==> src/rtl/gt_pkg.sv <==
package gt_pkg;
  localparam int unsigned OFS_COUNT = 32'h000;
  localparam int unsigned OFS_MODE  = 32'h008;
  localparam int unsigned OFS_SERV  = 32'h00C;
  localparam int unsigned OFS_KEY   = 32'hC00;
  localparam logic [31:0] OPEN_KEY  = 32'h1ACC_E551;

  typedef struct packed {
    logic rst_en;
    logic run;
  } mode_t;
endpackage

==> src/rtl/gt_rst_sync.sv <==
module gt_rst_sync #(
  parameter int unsigned STAGES = 2
) (
  input  logic clk,
  input  logic arst_n,
  output logic rst_n_o
);
  logic [STAGES-1:0] sh_q;

  always_ff @(posedge clk or negedge arst_n) begin
    if (!arst_n) sh_q <= '0;
    else         sh_q <= {sh_q[STAGES-2:0], 1'b1};
  end

  assign rst_n_o = sh_q[STAGES-1];
endmodule

==> src/rtl/gt_regs.sv <==
module gt_regs
  import gt_pkg::*;
#(
  parameter int unsigned ADDR_W = 12,
  parameter int unsigned DATA_W = 32
) (
  input  logic              clk,
  input  logic              rst_n,
  input  logic [ADDR_W-1:0] addr,
  input  logic              we,
  input  logic [DATA_W-1:0] wdata,
  output logic [DATA_W-1:0] rdata,
  output mode_t             mode_o,
  output logic [DATA_W-1:0] reload_val_o,
  output logic              reload_o,
  output logic              serv_o
);
  logic              locked_q, locked_d, key_en;
  logic [DATA_W-1:0] count_q;
  mode_t             mode_q, mode_d;
  logic              count_en, mode_en;

  always_comb begin
    key_en   = we && (addr == ADDR_W'(OFS_KEY));
    count_en = we && !locked_q && (addr == ADDR_W'(OFS_COUNT));
    mode_en  = we && !locked_q && (addr == ADDR_W'(OFS_MODE));
    serv_o   = we && !locked_q && (addr == ADDR_W'(OFS_SERV));
    locked_d = (wdata != DATA_W'(OPEN_KEY));
    mode_d   = mode_t'(wdata[1:0]);
  end

  always_ff @(posedge clk or negedge rst_n) begin
    if (!rst_n) begin
      locked_q <= 1'b0;
      count_q  <= '0;
      mode_q   <= '0;
    end else begin
      if (key_en)   locked_q <= locked_d;
      if (count_en) count_q  <= wdata;
      if (mode_en)  mode_q   <= mode_d;
    end
  end

  assign mode_o       = mode_q;
  assign reload_o     = count_en || serv_o;
  assign reload_val_o = count_en ? wdata : count_q;

  always_comb begin
    rdata = '0;
    if (addr == ADDR_W'(OFS_COUNT))     rdata = count_q;
    else if (addr == ADDR_W'(OFS_MODE)) rdata = {{(DATA_W-2){1'b0}}, mode_q};
    else if (addr == ADDR_W'(OFS_KEY))  rdata = {{(DATA_W-1){1'b0}}, locked_q};
  end

  // a locked block keeps its count value across a write attempt
  p_locked_count_r3: assert property (@(posedge clk) disable iff (!rst_n)
    (locked_q && we && addr == ADDR_W'(OFS_COUNT)) |=> $stable(count_q));
  // a locked block keeps its mode across a write attempt
  p_locked_mode_r3: assert property (@(posedge clk) disable iff (!rst_n)
    (locked_q && we && addr == ADDR_W'(OFS_MODE)) |=> $stable(mode_q));
endmodule

==> src/rtl/gt_prescale.sv <==
module gt_prescale #(
  parameter int unsigned DIV = 16
) (
  input  logic clk,
  input  logic rst_n,
  input  logic en,
  input  logic clr,
  output logic tick
);
  localparam int unsigned PW = (DIV > 1) ? $clog2(DIV) : 1;
  logic [PW-1:0] cnt_q, cnt_d;
  logic          cnt_en;

  assign tick = en && (cnt_q == PW'(DIV - 1));

  always_comb begin
    cnt_en = clr || en;
    if (clr || tick) cnt_d = '0;
    else             cnt_d = cnt_q + 1'b1;
  end

  always_ff @(posedge clk or negedge rst_n) begin
    if (!rst_n)      cnt_q <= '0;
    else if (cnt_en) cnt_q <= cnt_d;
  end

  // count steps are never back to back
  p_tick_gap_r4: assert property (@(posedge clk) disable iff (!rst_n)
    tick |=> !tick);
endmodule

==> src/rtl/gt_countdown.sv <==
module gt_countdown
  import gt_pkg::*;
#(
  parameter int unsigned DATA_W = 32
) (
  input  logic              clk,
  input  logic              rst_n,
  input  mode_t             mode,
  input  logic              tick,
  input  logic              reload,
  input  logic [DATA_W-1:0] reload_val,
  input  logic              serv,
  output logic              irq_o,
  output logic              sys_rst_o
);
  logic [DATA_W-1:0] cnt_q, cnt_d;
  logic              irq_q, irq_d, srst_q, srst_d;
  logic              expire, cnt_en;

  always_comb begin
    expire = mode.run && tick && (cnt_q == '0) && !reload;
    cnt_en = reload || (mode.run && tick);
    if (reload || expire) cnt_d = reload_val;
    else                  cnt_d = cnt_q - 1'b1;
    irq_d  = serv ? 1'b0 : (expire ? 1'b1 : irq_q);
    srst_d = srst_q || (expire && irq_q && mode.rst_en);
  end

  always_ff @(posedge clk or negedge rst_n) begin
    if (!rst_n) begin
      cnt_q  <= '0;
      irq_q  <= 1'b0;
      srst_q <= 1'b0;
    end else begin
      if (cnt_en) cnt_q <= cnt_d;
      irq_q  <= irq_d;
      srst_q <= srst_d;
    end
  end

  assign irq_o     = irq_q && mode.run;
  assign sys_rst_o = srst_q;

  // the reset request only ends through the reset input
  p_rst_sticky_r8: assert property (@(posedge clk) disable iff (!rst_n)
    srst_q |=> srst_q);
  // reset rises only from a pending interrupt with reset enabled
  p_rst_needs_irq_r5: assert property (@(posedge clk) disable iff (!rst_n)
    $rose(srst_q) |-> $past(irq_q && mode.rst_en));
  // a service write leaves no interrupt, even on an expiry cycle
  p_serv_clears_r7: assert property (@(posedge clk) disable iff (!rst_n)
    serv |=> !irq_q);
  // a service write never lets the reset request rise
  p_serv_no_rst_r7: assert property (@(posedge clk) disable iff (!rst_n)
    serv |=> !$rose(srst_q));
endmodule

==> src/rtl/guard_timer.sv <==
module guard_timer
  import gt_pkg::*;
#(
  parameter int unsigned ADDR_W    = 12,
  parameter int unsigned DATA_W    = 32,
  parameter int unsigned PRESCALE  = 16,
  parameter int unsigned SYNC_STGS = 2
) (
  input  logic              clk,
  input  logic              rst_n,
  input  logic [ADDR_W-1:0] bus_addr,
  input  logic              bus_we,
  input  logic [DATA_W-1:0] bus_wdata,
  output logic [DATA_W-1:0] bus_rdata,
  output logic              irq_o,
  output logic              sys_rst_o
);
  logic              rst_sync_n, reload, serv, tick;
  logic [DATA_W-1:0] reload_val;
  mode_t             mode;

  gt_rst_sync #(.STAGES(SYNC_STGS)) u_sync (
    .clk(clk), .arst_n(rst_n), .rst_n_o(rst_sync_n)
  );

  gt_regs #(.ADDR_W(ADDR_W), .DATA_W(DATA_W)) u_regs (
    .clk(clk), .rst_n(rst_sync_n), .addr(bus_addr), .we(bus_we),
    .wdata(bus_wdata), .rdata(bus_rdata), .mode_o(mode),
    .reload_val_o(reload_val), .reload_o(reload), .serv_o(serv)
  );

  gt_prescale #(.DIV(PRESCALE)) u_pre (
    .clk(clk), .rst_n(rst_sync_n), .en(mode.run), .clr(reload), .tick(tick)
  );

  gt_countdown #(.DATA_W(DATA_W)) u_cnt (
    .clk(clk), .rst_n(rst_sync_n), .mode(mode), .tick(tick),
    .reload(reload), .reload_val(reload_val), .serv(serv),
    .irq_o(irq_o), .sys_rst_o(sys_rst_o)
  );
endmodule

==> config.mk <==
export PLATFORM = sky130hd
export DESIGN_NAME = guard_timer
export DESIGN_NICKNAME = d
export VERILOG_FILES = /design/src/rtl/gt_pkg.sv /design/src/rtl/gt_rst_sync.sv /design/src/rtl/gt_regs.sv /design/src/rtl/gt_prescale.sv /design/src/rtl/gt_countdown.sv /design/src/rtl/guard_timer.sv
export SDC_FILE = /design/constraint.sdc
export NUM_CORES = 1
export LEC_CHECK = 0
export BUFFER_PORTS_ARGS = -buffer_cell sky130_fd_sc_hd__buf_4
export CORE_ASPECT_RATIO = 1.4
export CORE_MARGIN = 2
export CORE_UTILIZATION = 30
export DETAILED_ROUTE_END_ITERATION = 8
export PLACE_DENSITY = 0.57
export SLEW_MARGIN = 20
export SYNTH_ARGS = -nofsm -noshare
export SYNTH_HDL_FRONTEND = slang
export SYNTH_SLANG_ARGS = --single-unit
==> constraint.sdc <==
create_clock -name clk -period 3.8 [get_ports clk]
set_input_delay 0.19 -clock clk [delete_from_list [all_inputs] [get_ports clk]]
set_output_delay 0.19 -clock clk [all_outputs]
set_load 0.005 [all_outputs]
---- Word-level counts from Yosys, hierarchy flattened ----
Index checks and enable logic that the tools add are counted.
word-level totals
  input port bits ......................... 47
  bits in registers ....................... 75
operators by class
  multiplexer cells ....................... 8
  eq/ne operators ......................... 5
  reductions and logical operators ........ 23
  $add $sub $neg .......................... 2
operators with widths
  kind                     count
  $mux W32                 4
  $logic_not A32 Y1        1
  $ne A32 B29 Y1 const B   1
  $sub A32 B1 Y32 const B  1
  $eq A12 B4 Y1 const B    2
  $eq A12 B12 Y1 const B   1
  $logic_and A1 B1 Y1      12
  $logic_not A12 Y1        1
  $logic_or A1 B1 Y1       6
  $add A4 B1 Y4 const B    1
  $eq A4 B4 Y1 const B     1
  $mux W4                  1
  $mux W1                  3
  $logic_not A1 Y1         2
  $reduce_bool A2 Y1       1

---- Logic depth before layout (Yosys ltp) ----
  depth after elaboration ................. 9
  mapped depth ............................ 10
  gate-level depth less buffers ........... 8

---- Modules after synthesis ----
Synthesis repeated with hierarchy kept, for this count alone.
unflattened totals
  cells, all modules ...................... 406
  area total of the unflattened synthesis .. 4315.4 µm²
modules (own cells, without submodules)
  module        sequential area each (µm²)  times used  cells each  area an instance (µm²)
  gt_countdown  850.8                       1           240         2138.3
  gt_regs       875.8                       1           141         1920.6
  gt_prescale   100.1                       1           22          202.7
  gt_rst_sync   50.0                        1           3           53.8

---- Least setup slack after synthesis ----
No wires, ideal clock.
  path type ............................... register to register
  start ................................... register u_cnt.cnt_q[0]
  end ..................................... register u_cnt.cnt_q[30]
  library setup time ...................... 0.080 ns
  cell stages (with the launch flop) ...... 11
  slack ................................... 1.480 ns
  data arrival time ....................... 2.240 ns
  buffers on the path ..................... 2
  period minus slack after synthesis ...... 2.320 ns
  path through ............................ dfrtp_1 -> inv_1 -> ha_1 -> nor4b_2 -> nand4_1 -> or3_1 -> buf_2 -> buf_6 -> o311ai_2 -> a21oi_1 -> nor3_2
on the way
  word-level cells in the longest chain between the ends .. 5
  elaborated cells on any way between the ends .. 6
ends and longest elaborated chain
  element                                                  line                source
  start: declaration                                       gt_countdown.sv:16  logic [DATA_W-1:0] cnt_q, cnt_d;
  start signal: assignment                                 gt_countdown.sv:35  if (cnt_en) cnt_q <= cnt_d;
  branches (longest 4 deep; another with $sub A32 B1 Y32)  --
  $mux W32 (*)                                             gt_countdown.sv:23  if (reload || expire) cnt_d = reload_val;
Every way passes the cells marked *.
A chain may end at the register's enable or synchronous reset.

---- Final worst setup path ----
  start ................................... register u_cnt.cnt_q[17]
  end ..................................... register u_cnt.cnt_q[29]
Same word-level chain as after synthesis.

==> impl_metrics.json <==
{
  "status": "finished clean",
  "slew_violations": 0,
  "vias_per_cell": 5.20,
  "worstPathArrival_ps": 3190,
  "fin_ws_ps": 854,
  "hpwl_um": 9000,
  "cp.buffers_inverters": 0,
  "syn-num-nets": 483,
  "ff2ff_setup_slack_ps": 850,
  "grtUsageTotal": 0.167,
  "ir_drop_uv": 182,
  "critPathKind": "reg -> reg",
  "fin_crit_sh": 0.775,
  "post_dp_cell_area_um2": 4980,
  "dr.pass1.iters": 5,
  "hold_depth": 2,
  "max_freq_mhz": 339,
  "cpPeakStageDelay_ps": 710,
  "crit_path_frequent_cell": "or3_1",
  "num_antenna_cells": 0,
  "relSlewSlack": 0.271,
  "grt_max_degree": 38,
  "avgSynthCellArea_um2": 9.57,
  "ys_types": 53,
  "tightestPinTransition_ps": 1090,
  "end_kind": "flip-flop",
  "hold_violations": 0,
  "ios": 81,
  "p_per_area_nw_per_um2": 344,
  "nets": 567,
  "overflow": 0,
  "ys.warnings.count": 0,
  "ant_nets": 0,
  "ys_seq_area_frac": 0.452,
  "numClockSinks": 75,
  "syn-cell-area_um2": 4150,
  "final_common_cell": "buf_4",
  "finalSetupViolations": 0,
  "die_h_um": 143,
  "synth-seq-cells": 75,
  "final_util": 0.394,
  "r2r_cells": 6,
  "grt_pass1_vias": 3797,
  "grt_pass1_wl_um": 19000,
  "crit_start": "u_cnt.cnt_q[17]$_DFFE_PN0P_",
  "die-area_um2": 14800,
  "layout_common_cells": "91 x buf_4, 74 x dfrtp_1, 57 x nor2_1",
  "crit_chain": "or4_4, or3_1, or3_1, nand2_1, o21ai_0, a211oi_1",
  "num_vias": 3669,
  "start_kind": "flip-flop",
  "fin_area_um2": 5300,
  "required_ps": 4050,
  "synth_top_area_cell": "dfrtp_1",
  "cts_resized": 0,
  "cts_made_buffers": 9,
  "cp_top_family": "simple AND/OR/NAND/NOR gates",
  "drive_above_1_share": 0.300,
  "drc": 0,
  "crit_path_top_delay_cell": "or3_1",
  "path_clk_slew_ps": 60,
  "row_count": 50,
  "wirelength_um": 11900,
  "async_flop_share": 1.00,
  "synthCells": 434,
  "path_max_fanout": 14,
  "post-cts-setup-buffers": 0,
  "syn_to_final_growth_pct": 27.7,
  "clk_latency_ps": 340,
  "fin_worst_skew_ps": 7.58,
  "dr.first_iter.drc_count": 269,
  "power_leakage_nw": 2.40,
  "hold_path_class": "in -> reg",
  "cp_num_cells": 6,
  "initial_utilization": 0.309,
  "port-buffer-count": 80,
  "die_x_um": 103,
  "synth-edff-count": 0,
  "holdWs_ps": 110,
  "regToRegStartpoint": "u_cnt.cnt_q[17]$_DFFE_PN0P_",
  "pre_cts_ws_ps": 875,
  "cts_tree": "done",
  "hold_buffers": 1,
  "wire_per_inst_um": 16.9,
  "antenna_found_initial": 0,
  "synthFlopType": "dfrtp_1",
  "gp_congestion": 0.876,
  "core_area_um2": 13500,
  "cts-root-buf": "clkbuf_16",
  "rsz0062_at_grt": "no",
  "maxCapViolations": 0,
  "synth.top_cell.area_share": 0.452,
  "clk_path_buf_depth": 2,
  "fin_crit_ps": 2950,
  "setup_tns_ps": 0,
  "worstHoldStart": "bus_wdata[15]",
  "netlist_top_cells_area": "dfrtp_1 45%, mux2_2 9.5%, nor2_1 5.2%, and2_1 4.7%, a21oi_1 3.9%",
  "htreeDepth": 3
}
report_power, final:
group / total, mW / internal [mW] / leakage (nW) / switching [mW]
Sequential: 0.831 / 0.811 / 0.904 / 0.0199
Combinational: 0.0850 / 0.0481 / 1.35 / 0.0369
Clock: 0.905 / 0.573 / 0.150 / 0.332
worst paths after layout:
path | endpoint
worst max-delay path | u_cnt.cnt_q[29]$_DFFE_PN0P_
worst min-delay path | u_regs.count_q[15]$_DFF_PN0_
worst max register to register | u_cnt.cnt_q[29]$_DFFE_PN0P_
worst min register to register | u_sync.sh_q[1]$_DFF_PN0_
max in group asynchronous | u_cnt.cnt_q[3]$_DFFE_PN0P_
min in group asynchronous | u_sync.sh_q[0]$_DFF_PN0_
state kept, by name (all words and copies together) (netlist names):
name and count:
u_cnt.cnt_q 32, u_regs.count_q 32, u_pre.cnt_q 4, u_regs.mode_o 2, u_sync.sh_q 2, u_cnt.irq_q 1
u_cnt.sys_rst_o 1, u_regs.locked_q 1
through the flow:
stage / total power, mW / cells
after floorplan: 0.872 / 434
after global placement: 0.928 / 688
after detailed placement: 0.931 / 688
after CTS: 1.84 / 705
after global routing: 1.88 / 705
final: 1.82 / 705
routing by layer:
metal,track usage,vias up,share of wire
li1,-,1733,-
met1,0.200,1803,0.41
met2,0.295,116,0.53
met3,0.0157,17,0.043
met4,0.0755,0,0.021
met5,0,-,0
cell usage after synthesis (2+ instances only):
master    number
a211oi_1       2
inv_1         12
and4_1         2
xor2_1         6
a21o_1         2
and3_1         7
o22ai_1        6
o21ai_1        4
nor4b_2        2
or3_1         11
nor3_1        21
nor4bb_1       6
dfrtp_1       75
or2_2          2
nor4_1         5
and2_1        31
nor2_1        57
a21oi_1       32
nor3_2         5
mux2_2        35
nand2b_1       3
o311ai_2       2
mux2i_1        3
nand4_1       15
buf_2          4
clkbuf_1      11
o21ai_0        6
nand3_1       10
o21a_1         4
nor4b_1        3
buf_1          3
nand2_1       21
xnor2_1        5
ha_1           2
worst register-to-register path, cell delays in order (launching register included):
cell,delay (ps)
dfrtp_1,400
or4_4,570
or3_1,540
or3_1,710
nand2_1,260
o21ai_0,120
a211oi_1,260
logic make-up (layout without fill, tap and decap cells):
group | Yosys count | in the layout | share of synthesized area
XOR/XNOR | 11 | 11 | 0.0232
other | 1 | 1 | 0.000903
multiplexers | 38 | 38 | 0.102
flip-flops | 75 | 75 | 0.452
adder cells (fa/ha/maj) | 2 | 2 | 0.00603
AND/OR/NAND/NOR | 208 | 208 | 0.280
buffers and inverters | 31 | 120 | 0.0310
AO/OA/AOI/OAI | 68 | 68 | 0.105
final cells by class:
type	count	area, µm²
Inverter	12	45.0
Multi-Input combinational cell	328	2150
Tap cell	182	228
Fill cell	1340	8150
Clock buffer	11	233
Timing Repair Buffer	92	693
Clock inverter	5	77.6
Sequential cell	75	1880
Note: power is estimated with default switching activity, not from simulation.
